--- config.mk ---
export PLATFORM = sky130hd
export DESIGN_NAME = rst_supervisor
export DESIGN_NICKNAME = d
export VERILOG_FILES = /design/src/rtl/rsup_pkg.sv /design/src/rtl/rsup_sync.sv /design/src/rtl/rsup_wdog.sv /design/src/rtl/rsup_hold.sv /design/src/rtl/rsup_cause.sv /design/src/rtl/rst_supervisor.sv
export SDC_FILE = /design/constraint.sdc
export NUM_CORES = 1
export LEC_CHECK = 0
export BUFFER_PORTS_ARGS = -buffer_cell sky130_fd_sc_hd__buf_2
export CORE_MARGIN = 5
export CORE_UTILIZATION = 30
export CTS_CLUSTER_SIZE = 25
export DETAILED_ROUTE_END_ITERATION = 7
export GPL_TIMING_DRIVEN = 0
export HOLD_SLACK_MARGIN = 0.06
export PLACE_DENSITY = 0.51
export SETUP_SLACK_MARGIN = 0.5
export SLEW_MARGIN = 20
export SYNTH_ARGS = -nofsm -noshare
export SYNTH_HDL_FRONTEND = slang
export SYNTH_HIERARCHICAL = 1
export SYNTH_SLANG_ARGS = --single-unit
--- constraint.sdc ---
create_clock -name clk -period 3.3 [get_ports clk]
set_clock_uncertainty 0.05 [all_clocks]
set_input_delay 0.33 -clock clk [delete_from_list [all_inputs] [get_ports clk]]
set_output_delay 0.33 -clock clk [all_outputs]
set_load 0.02 [all_outputs]
--- src/rtl/rsup_pkg.sv ---
package rsup_pkg;

  typedef enum logic {
    CAUSE_SUPPLY = 1'b0,
    CAUSE_WDOG   = 1'b1
  } cause_e;

  // Counter width needed to hold values 0 .. n-1
  function automatic int cnt_w(input int n);
    return (n <= 2) ? 1 : $clog2(n);
  endfunction

endpackage

--- src/rtl/rsup_sync.sv ---
module rsup_sync #(
  parameter int          W       = 1,
  parameter logic [W-1:0] RST_VAL = '0
) (
  input  logic         clk,
  input  logic         rst_n,
  input  logic [W-1:0] d_i,
  output logic [W-1:0] q_o
);

  logic [W-1:0] stage1_q, stage2_q;

  always_ff @(posedge clk or negedge rst_n) begin
    if (!rst_n) begin
      stage1_q <= RST_VAL;
      stage2_q <= RST_VAL;
    end else begin
      stage1_q <= d_i;
      stage2_q <= stage1_q;
    end
  end

  assign q_o = stage2_q;

endmodule

--- src/rtl/rsup_wdog.sv ---
module rsup_wdog
  import rsup_pkg::*;
#(
  parameter int WD_CYCLES = 1600
) (
  input  logic clk,
  input  logic rst_n,
  input  logic strobe_s_i,
  input  logic en_i,
  input  logic hold_clr_i,
  output logic edge_o,
  output logic fire_o
);

  localparam int CW = cnt_w(WD_CYCLES);
  localparam logic [CW-1:0] LAST = CW'(WD_CYCLES - 1);

  logic          prev_q;
  logic [CW-1:0] cnt_q;
  logic          clr;

  assign edge_o = strobe_s_i ^ prev_q;
  assign clr    = hold_clr_i | ~en_i | edge_o;
  assign fire_o = ~clr & (cnt_q == LAST);

  always_ff @(posedge clk or negedge rst_n) begin
    if (!rst_n) begin
      prev_q <= 1'b0;
      cnt_q  <= '0;
    end else begin
      prev_q <= strobe_s_i;
      if (clr || fire_o) cnt_q <= '0;
      else               cnt_q <= cnt_q + 1'b1;
    end
  end

  // a disabled watchdog never fires
  assert_idle_when_off_R6: assert property (@(posedge clk) disable iff (!rst_n)
    !en_i |-> !fire_o);

  // no expiry while the reset is held
  assert_quiet_in_reset_R7: assert property (@(posedge clk) disable iff (!rst_n)
    hold_clr_i |-> !fire_o);

  generate
    if (WD_CYCLES >= 2) begin : g_edge_chk
      // a strobe transition restarts the count, so no expiry next cycle
      assert_edge_restarts_R4: assert property (@(posedge clk) disable iff (!rst_n)
        edge_o |=> !fire_o);
    end
  endgenerate

endmodule

--- src/rtl/rsup_hold.sv ---
module rsup_hold
  import rsup_pkg::*;
#(
  parameter int HOLD_CYCLES = 200
) (
  input  logic clk,
  input  logic rst_n,
  input  logic req_i,
  output logic rst_o
);

  localparam int CW = cnt_w(HOLD_CYCLES);
  localparam logic [CW-1:0] LAST = CW'(HOLD_CYCLES - 1);

  logic          rst_q;
  logic [CW-1:0] cnt_q;

  always_ff @(posedge clk or negedge rst_n) begin
    if (!rst_n) begin
      rst_q <= 1'b1;
      cnt_q <= '0;
    end else if (req_i) begin
      rst_q <= 1'b1;
      cnt_q <= '0;
    end else if (rst_q) begin
      if (cnt_q == LAST) begin
        rst_q <= 1'b0;
        cnt_q <= '0;
      end else begin
        cnt_q <= cnt_q + 1'b1;
      end
    end
  end

  assign rst_o = rst_q;

  // any request puts the reset into force at the next edge
  assert_req_enters_R2: assert property (@(posedge clk) disable iff (!rst_n)
    req_i |=> rst_o);

  // release only happens after a request-free cycle
  assert_release_quiet_R2: assert property (@(posedge clk) disable iff (!rst_n)
    $fell(rst_o) |-> !$past(req_i));

endmodule

--- src/rtl/rsup_cause.sv ---
module rsup_cause
  import rsup_pkg::*;
#(
  parameter int STATUS_CYCLES = 1000
) (
  input  logic   clk,
  input  logic   rst_n,
  input  logic   req_i,
  input  logic   wd_req_i,
  input  logic   in_rst_i,
  output cause_e cause_o
);

  localparam int CW = cnt_w(STATUS_CYCLES);
  localparam logic [CW-1:0] LAST = CW'(STATUS_CYCLES - 1);

  cause_e        cause_q;
  logic [CW-1:0] stat_q;

  always_ff @(posedge clk or negedge rst_n) begin
    if (!rst_n) begin
      cause_q <= CAUSE_SUPPLY;
      stat_q  <= '0;
    end else if (req_i) begin
      stat_q <= '0;
      if (wd_req_i)       cause_q <= CAUSE_WDOG;
      else if (!in_rst_i) cause_q <= CAUSE_SUPPLY;
    end else if (in_rst_i) begin
      stat_q <= '0;
    end else if (cause_q == CAUSE_WDOG) begin
      if (stat_q == LAST) begin
        cause_q <= CAUSE_SUPPLY;
        stat_q  <= '0;
      end else begin
        stat_q <= stat_q + 1'b1;
      end
    end
  end

  assign cause_o = cause_q;

  // a watchdog request always leaves the flag set
  assert_wd_sets_R8: assert property (@(posedge clk) disable iff (!rst_n)
    wd_req_i |=> (cause_o == CAUSE_WDOG));

  // the flag drops only by timeout outside reset or on a new reset entry
  assert_clear_path_R10: assert property (@(posedge clk) disable iff (!rst_n)
    $fell(cause_o) |-> ($past(req_i) || !$past(in_rst_i)));

endmodule

--- src/rtl/rst_supervisor.sv ---
module rst_supervisor
  import rsup_pkg::*;
#(
  parameter int WD_CYCLES     = 1600,
  parameter int HOLD_CYCLES   = 200,
  parameter int STATUS_CYCLES = 1000
) (
  input  logic clk,
  input  logic rst_n,
  input  logic supply_ok_i,
  input  logic btn_n_i,
  input  logic strobe_i,
  input  logic strobe_drv_i,
  input  logic wd_force_i,
  input  logic ext_wd_req_i,
  output logic sys_rst_n_o,
  output logic rst_cause_o
);

  // synchronized bundle: [3] strobe driven, [2] force, [1] strobe, [0] button
  localparam int SW = 4;

  logic [SW-1:0] raw_in, sync_in;
  logic          btn_active, strobe_s, wd_en;
  logic          wd_edge, wd_fire;
  logic          wd_req, any_req, rst_q;
  cause_e        cause_q;

  assign raw_in = {strobe_drv_i, wd_force_i, strobe_i, btn_n_i};

  rsup_sync #(.W(SW), .RST_VAL(4'b0001)) u_sync (
    .clk   (clk),
    .rst_n (rst_n),
    .d_i   (raw_in),
    .q_o   (sync_in)
  );

  assign btn_active = ~sync_in[0];
  assign strobe_s   = sync_in[1];
  assign wd_en      = sync_in[3] | sync_in[2];

  rsup_wdog #(.WD_CYCLES(WD_CYCLES)) u_wdog (
    .clk        (clk),
    .rst_n      (rst_n),
    .strobe_s_i (strobe_s),
    .en_i       (wd_en),
    .hold_clr_i (rst_q),
    .edge_o     (wd_edge),
    .fire_o     (wd_fire)
  );

  assign wd_req  = wd_fire | ext_wd_req_i;
  assign any_req = ~supply_ok_i | btn_active | wd_req;

  rsup_hold #(.HOLD_CYCLES(HOLD_CYCLES)) u_hold (
    .clk   (clk),
    .rst_n (rst_n),
    .req_i (any_req),
    .rst_o (rst_q)
  );

  rsup_cause #(.STATUS_CYCLES(STATUS_CYCLES)) u_cause (
    .clk      (clk),
    .rst_n    (rst_n),
    .req_i    (any_req),
    .wd_req_i (wd_req),
    .in_rst_i (rst_q),
    .cause_o  (cause_q)
  );

  assign sys_rst_n_o = ~rst_q;
  assign rst_cause_o = cause_q;

  // the watchdog flag is only raised together with an asserted reset
  assert_cause_with_reset_R9: assert property (@(posedge clk) disable iff (!rst_n)
    $rose(rst_cause_o) |-> !sys_rst_n_o);

  // a pressed button keeps the reset asserted
  assert_button_holds_R3: assert property (@(posedge clk) disable iff (!rst_n)
    btn_active |=> !sys_rst_n_o);

  // a strobe transition never coincides with an expiry
  assert_edge_no_fire_R4: assert property (@(posedge clk) disable iff (!rst_n)
    wd_edge |-> !wd_fire);

endmodule

# Word level (Yosys, flattened, before mapping)

Index checks and enable logic that the tools add are counted.

Add/subtract/negate cells: 3
Multipliers: 0
Divide/modulo/power cells: 0
Magnitude comparators: 0
Eq/ne operators: 5
Shifts and indexed selects: 0
Mux-type cells: 17
Bitwise operators: 13
Reduce and logical (&&, ||, !) cells: 4

Operator list:

| kind                                                            | count |
|---|---|
| 10-bit 2-to-1 mux                                               | 4 |
| 8-bit 2-to-1 mux                                                | 3 |
| 11-bit by 1-bit adder with 11-bit output, second input constant | 1 |
| 11-bit equality test, second input constant                     | 1 |
| 11-bit 2-to-1 mux                                               | 1 |
| 10-bit by 1-bit adder with 10-bit output, second input constant | 1 |
| 10-bit equality test, second input constant                     | 1 |
| 1-bit 2-to-1 mux                                                | 9 |
| 8-bit by 1-bit adder with 8-bit output, second input constant   | 1 |
| 8-bit equality test, second input constant                      | 1 |
| 1-bit bitwise OR                                                | 6 |
| 1-bit NOT                                                       | 5 |
| 2-bit inequality test, second input constant                    | 2 |
| 3-bit nonzero test                                              | 1 |
| 2-bit AND reduction                                             | 1 |
| 2-bit nonzero test                                              | 1 |
| 1-bit bitwise AND                                               | 1 |
| 1-bit logical OR                                                | 1 |
| 1-bit bitwise XOR                                               | 1 |

Flip-flop bits (word level): 40
Bits in latches: 0
Memory bits (writable): 0
ROM bits: 0
Input bits: 8
Output and inout port bits: 2
Word-level logic and storage cells: 50
Memories kept: 0

# Longest topological paths before layout

Depth in word-level cells: 10
Mapped depth: 10
Gate-level depth less buffers: 9

# Modules after synthesis

The synthesis kept the hierarchy.

Modules (own cells, without submodules):

| module         | instances | cells each | area each (µm²) | seq. area each (µm²) |
|---|---|---|---|---|
| rsup_cause     | 1         | 70         | 658.1           | 275.3 |
| rsup_wdog      | 1         | 59         | 645.6           | 300.3 |
| rsup_hold      | 1         | 44         | 471.7           | 226.5 |
| rsup_sync      | 1         | 8          | 202.7           | 202.7 |
| rst_supervisor | 1         | 4          | 27.5            | 0.0 |

# Worst setup path before layout

OpenSTA, ideal clock, no wires.

Path kind: flip-flop to flip-flop
From: register u_wdog.cnt_q[0]
To: register u_cause.stat_q[8]
Setup time: 0.104 ns
Arrival: 2.400 ns
Required time: 3.146 ns
Slack: 0.746 ns
Cell stages (with the launch flop): 11
Path buffers: 1
Period minus slack after synthesis: 2.554 ns
Path through: dfrtp_1 ha_1 nand3_1 nor3_4 nor2b_1 nand4bb_1 or2_1 buf_6 a41oi_4 nand2_4 o41ai_2

Longest elaborated chain between the ends: 5
Elaborated cells between the ends (all ways): 6
Those cells by class: eq/ne (1); mux (1); bitwise (3); reduce/logical (1)

RTL lines:

| element                                                                  | line                 | RTL |
|---|---|---|
| start, declared                                                          | rsup_wdog.sv:19      | `logic [CW-1:0] cnt_q;` |
| start signal, assigned                                                   | rsup_wdog.sv:33      | `else cnt_q <= cnt_q + 1'b1;` |
| 11-bit equality test *                                                   | rsup_wdog.sv:24      | `assign fire_o = ~clr & (cnt_q == LAST);` |
| 1-bit bitwise AND *                                                      | rsup_wdog.sv:24      |  |
| net wd_fire                                                              | rst_supervisor.sv:25 | `logic wd_edge, wd_fire;` |
| 1-bit bitwise OR *                                                       | rst_supervisor.sv:52 | `assign wd_req = wd_fire \| ext_wd_req_i;` |
| 1-bit bitwise OR *                                                       | rst_supervisor.sv:53 | `assign any_req = ~supply_ok_i \| btn_active \| wd_req;` |
| net any_req                                                              | rst_supervisor.sv:26 | `logic wd_req, any_req, rst_q;` |
| 3-bit nonzero test (no source line) or 10-bit 2-to-1 mux (tied branches) | -                    |  |
| end signal, assigned                                                     | rsup_cause.sv:35     | `stat_q <= stat_q + 1'b1;` |
| end, declared                                                            | rsup_cause.sv:18     | `logic [CW-1:0] stat_q;` |

The timed path passes the listed nets; every way through them passes the cells marked *.
A chain may end at the register's enable or synchronous reset.

# Worst setup path in the final report

Ends and elaborated chain as after synthesis.

==> results.cfg <==
[status]
outcome = complete, no violations

[grt]
grt_max_degree = 41
use_met1_pct = 13.6
use_met2_pct = 13.8
grt.overflow.total = 0
gr-usage-met3_pct = 2.29
grt_pass1_wl_mm = 6.53
grt_usage_pct = 9.54
grt_pass1_vias = 1366
antenna_found_initial = 0
grt_busiest_layer = met2

[sta]
slew_violations = 0
setup_viol = 0
tightest_slew_ps = 896
tns_ps = 0
slew_headroom_pct = 40.3
min_period_ps = 2560
timing.hold.ws_ps = 93.9
post-route-period-util_pct = 77.4
final-hold-violation-count = 0
rsz0062_at_grt = no
fmax_mhz = 391

[clocking]
h-tree-depth = 2
clk_pin_slew_ps = 80
cts_buffers = 5
cts_buffer_depth = 2
cts_tree = done
cts_sinks = 40
hold_buffers = 0
worst_skew_pair.late_latency_ps = 290
root_buffer = clkbuf_8

[synthesis]
async_reset_ff_share_pct = 100
yosysWarnings = 6
yosysTopAreaCell = dfrtp_1
synth_edf_count = 0
synth_cell_types = 60
synth_top_cell_area_share_pct = 46.2
syn-num-nets = 196
ys_ff_latch = 40
syn_area_per_cell_um2 = 10.8
synth_flop_cell = dfrtp_1
yosysSeqAreaShare_pct = 50.1
syn-instance-count = 185
synth_area_leaders = dfrtp_1, dfstp_2, nand2_1
syn-cell-area_mm2 = 0.00201

[critical_path]
critPathMaxFanout = 11
crit_path_max_incr_delay_ps = 400
crit_slowest_cell = dfrtp_1
worstSetupEndpointType = flop
cp_top_family = simple AND/OR/NAND/NOR gates
cp_data_arrival_time_ps = 2700
critPathKind = reg -> reg
rrSetupSlack_ps = 740
path_cells = ha_1 -> nand3_2 -> nor3_4 -> nor2b_1 -> nand4bb_4 -> or2_1 -> buf_6 -> a41oi_4 -> nand2_4 -> o41ai_2
ff2ff_path_depth = 10
worstReg2RegEnd = u_cause/stat_q[8]
timing.rr.start = u_wdog/cnt_q[0]
critical_path_required_ps = 3440
critical_path_buf_inv_count = 1
worst_setup_path_start_kind = flop

[routing]
drt_iter0_markers = 133
num_vias = 1461
wire_per_inst_um = 13.6
dr.pass1.iters = 4
route.detailed.drc = 0
drtAntennaViolNets = 0
vias_per_cell = 5.20
wl_mm = 3.82

[hold_path]
hold_path.class = in -> reg
hold_depth = 1
worstHoldEndpoint = u_sync/stage1_q[0]
min-delay-start = btn_n_i

[power]
leakage_nw = 0.888
finalPower_mw = 0.915
p_per_area_mw_per_mm2 = 399
ir_worst_vdd_mv = 0.301

[placed_design]
hpwl_mm = 2.52
port_buffers = 9
place.gp.congestion = 0.781
postPlaceCellArea_mm2 = 0.00215

[layout]
antenna_cells = 0
area_delta_synth_final_pct = 14.2
design_area_mm2 = 0.00229
fill_cells = 634
mostFrequentLayoutCells = dfrtp_1, nand2_1, nand3_1
fin_nets = 214
layout_commonest_cell = dfrtp_1
drive_gt1_share_pct = 20.1

[floorplanning]
dieArea_mm2 = 0.00842
initial_core_util_pct = 31.2
die_width_um = 91.8
fp.coreArea_mm2 = 0.00642
dieHeight_um = 91.8
num_io_pins = 10
num_rows = 29

[job]
maxCapViolCount = 0
flip-flops by register name (all words and copies together) (netlist names):
signal,count
u_cause/stat_q,10
u_wdog/cnt_q,11
u_hold/rst_o,1
u_cause/cause_o,1
u_wdog/prev_q,1
u_sync/q_o,4
u_sync/stage1_q,4
u_hold/cnt_q,8
timing repair:
item	CTS	global route
setup buffers	0	2
cloned	0	0
pin swaps	0	1
resized for setup	2	1
setup endpoints to repair	3	2
power breakdown:
| group | leakage (nW) | switching [mW] | total (mW) | internal, mW |
|---|---|---|---|---|
| Sequential | 0.527 | 0.00249 | 0.499 | 0.497 |
| Combinational | 0.306 | 0.0149 | 0.0220 | 0.00714 |
| Clock | 0.0552 | 0.169 | 0.393 | 0.225 |
| Total | 0.888 | 0.186 | 0.915 | 0.729 |
how the worst max path moves through the flow:
stage                             end  slack [ps]  cells past startpoint       startpoint
floorplan           u_cause/stat_q[8]         750                     10  u_wdog/cnt_q[0]
global placement    u_cause/stat_q[8]         380                     10  u_wdog/cnt_q[0]
detailed placement  u_cause/stat_q[8]         360                     10  u_wdog/cnt_q[0]
CTS                 u_cause/stat_q[8]         590                     10  u_wdog/cnt_q[0]
global route        u_cause/stat_q[8]         560                     10  u_wdog/cnt_q[0]
finish              u_cause/stat_q[8]         740                     10  u_wdog/cnt_q[0]
logic make-up after synthesis:
group | Yosys count | synth area share [%]
muxes | 2 | 1.06
AOI/OAI and AO/OA | 41 | 16.4
DFF | 40 | 50.1
buffers and inverters | 9 | 2.81
and+or+nand+nor | 82 | 24.3
xor gates and xnor gates | 8 | 3.49
adders and majority gates | 3 | 1.87
metal layers:
metal / up-vias / share of wire (%)
met5: - / 0
met4: 0 / 0.71
met3: 2 / 2.9
met2: 20 / 44
met1: 714 / 52
li1: 725 / -
cell type report:
| cell class | instances | area [µm²] | area share, % |
|---|---|---|---|
| plain buffers | 5 | 41.3 | 1.80 |
| clock buffers | 6 | 72.6 | 3.17 |
| clock inverters | 2 | 35.0 | 1.53 |
| inverters | 4 | 15.0 | 0.655 |
| multi-input cells | 136 | 966 | 42.2 |
| flip-flops and latches | 40 | 1000 | 43.9 |
| well taps | 77 | 96.3 | 4.21 |
| repair buffers | 11 | 60.1 | 2.62 |
per-stage QoR:
step           utilization, %  cells  setup slack (ps)
4_1_cts                  35.4    279               590
6_report                 35.7    281               744
5_1_grt                  35.7    281               565
3_3_place_gp             33.4    271               377
2_1_floorplan               -    185               746
3_5_place_dp             33.4    271               363
cells in the mapped netlist, types with 2 or more instances:
master	instances
a211oi_1	2
a21oi_1	9
a22oi_1	2
a31oi_1	2
a41oi_1	2
and3_1	3
buf_6	3
clkbuf_1	2
dfrtp_1	37
dfstp_2	3
ha_1	3
inv_1	4
nand2_1	19
nand3_1	13
nand4_1	3
nor2_1	10
nor3_1	3
nor3b_1	2
o21ai_0	6
o31a_1	2
o31ai_1	4
or2_1	3
or3b_1	2
or4_1	4
xor2_1	7
(Power assumes the default switching activity.)
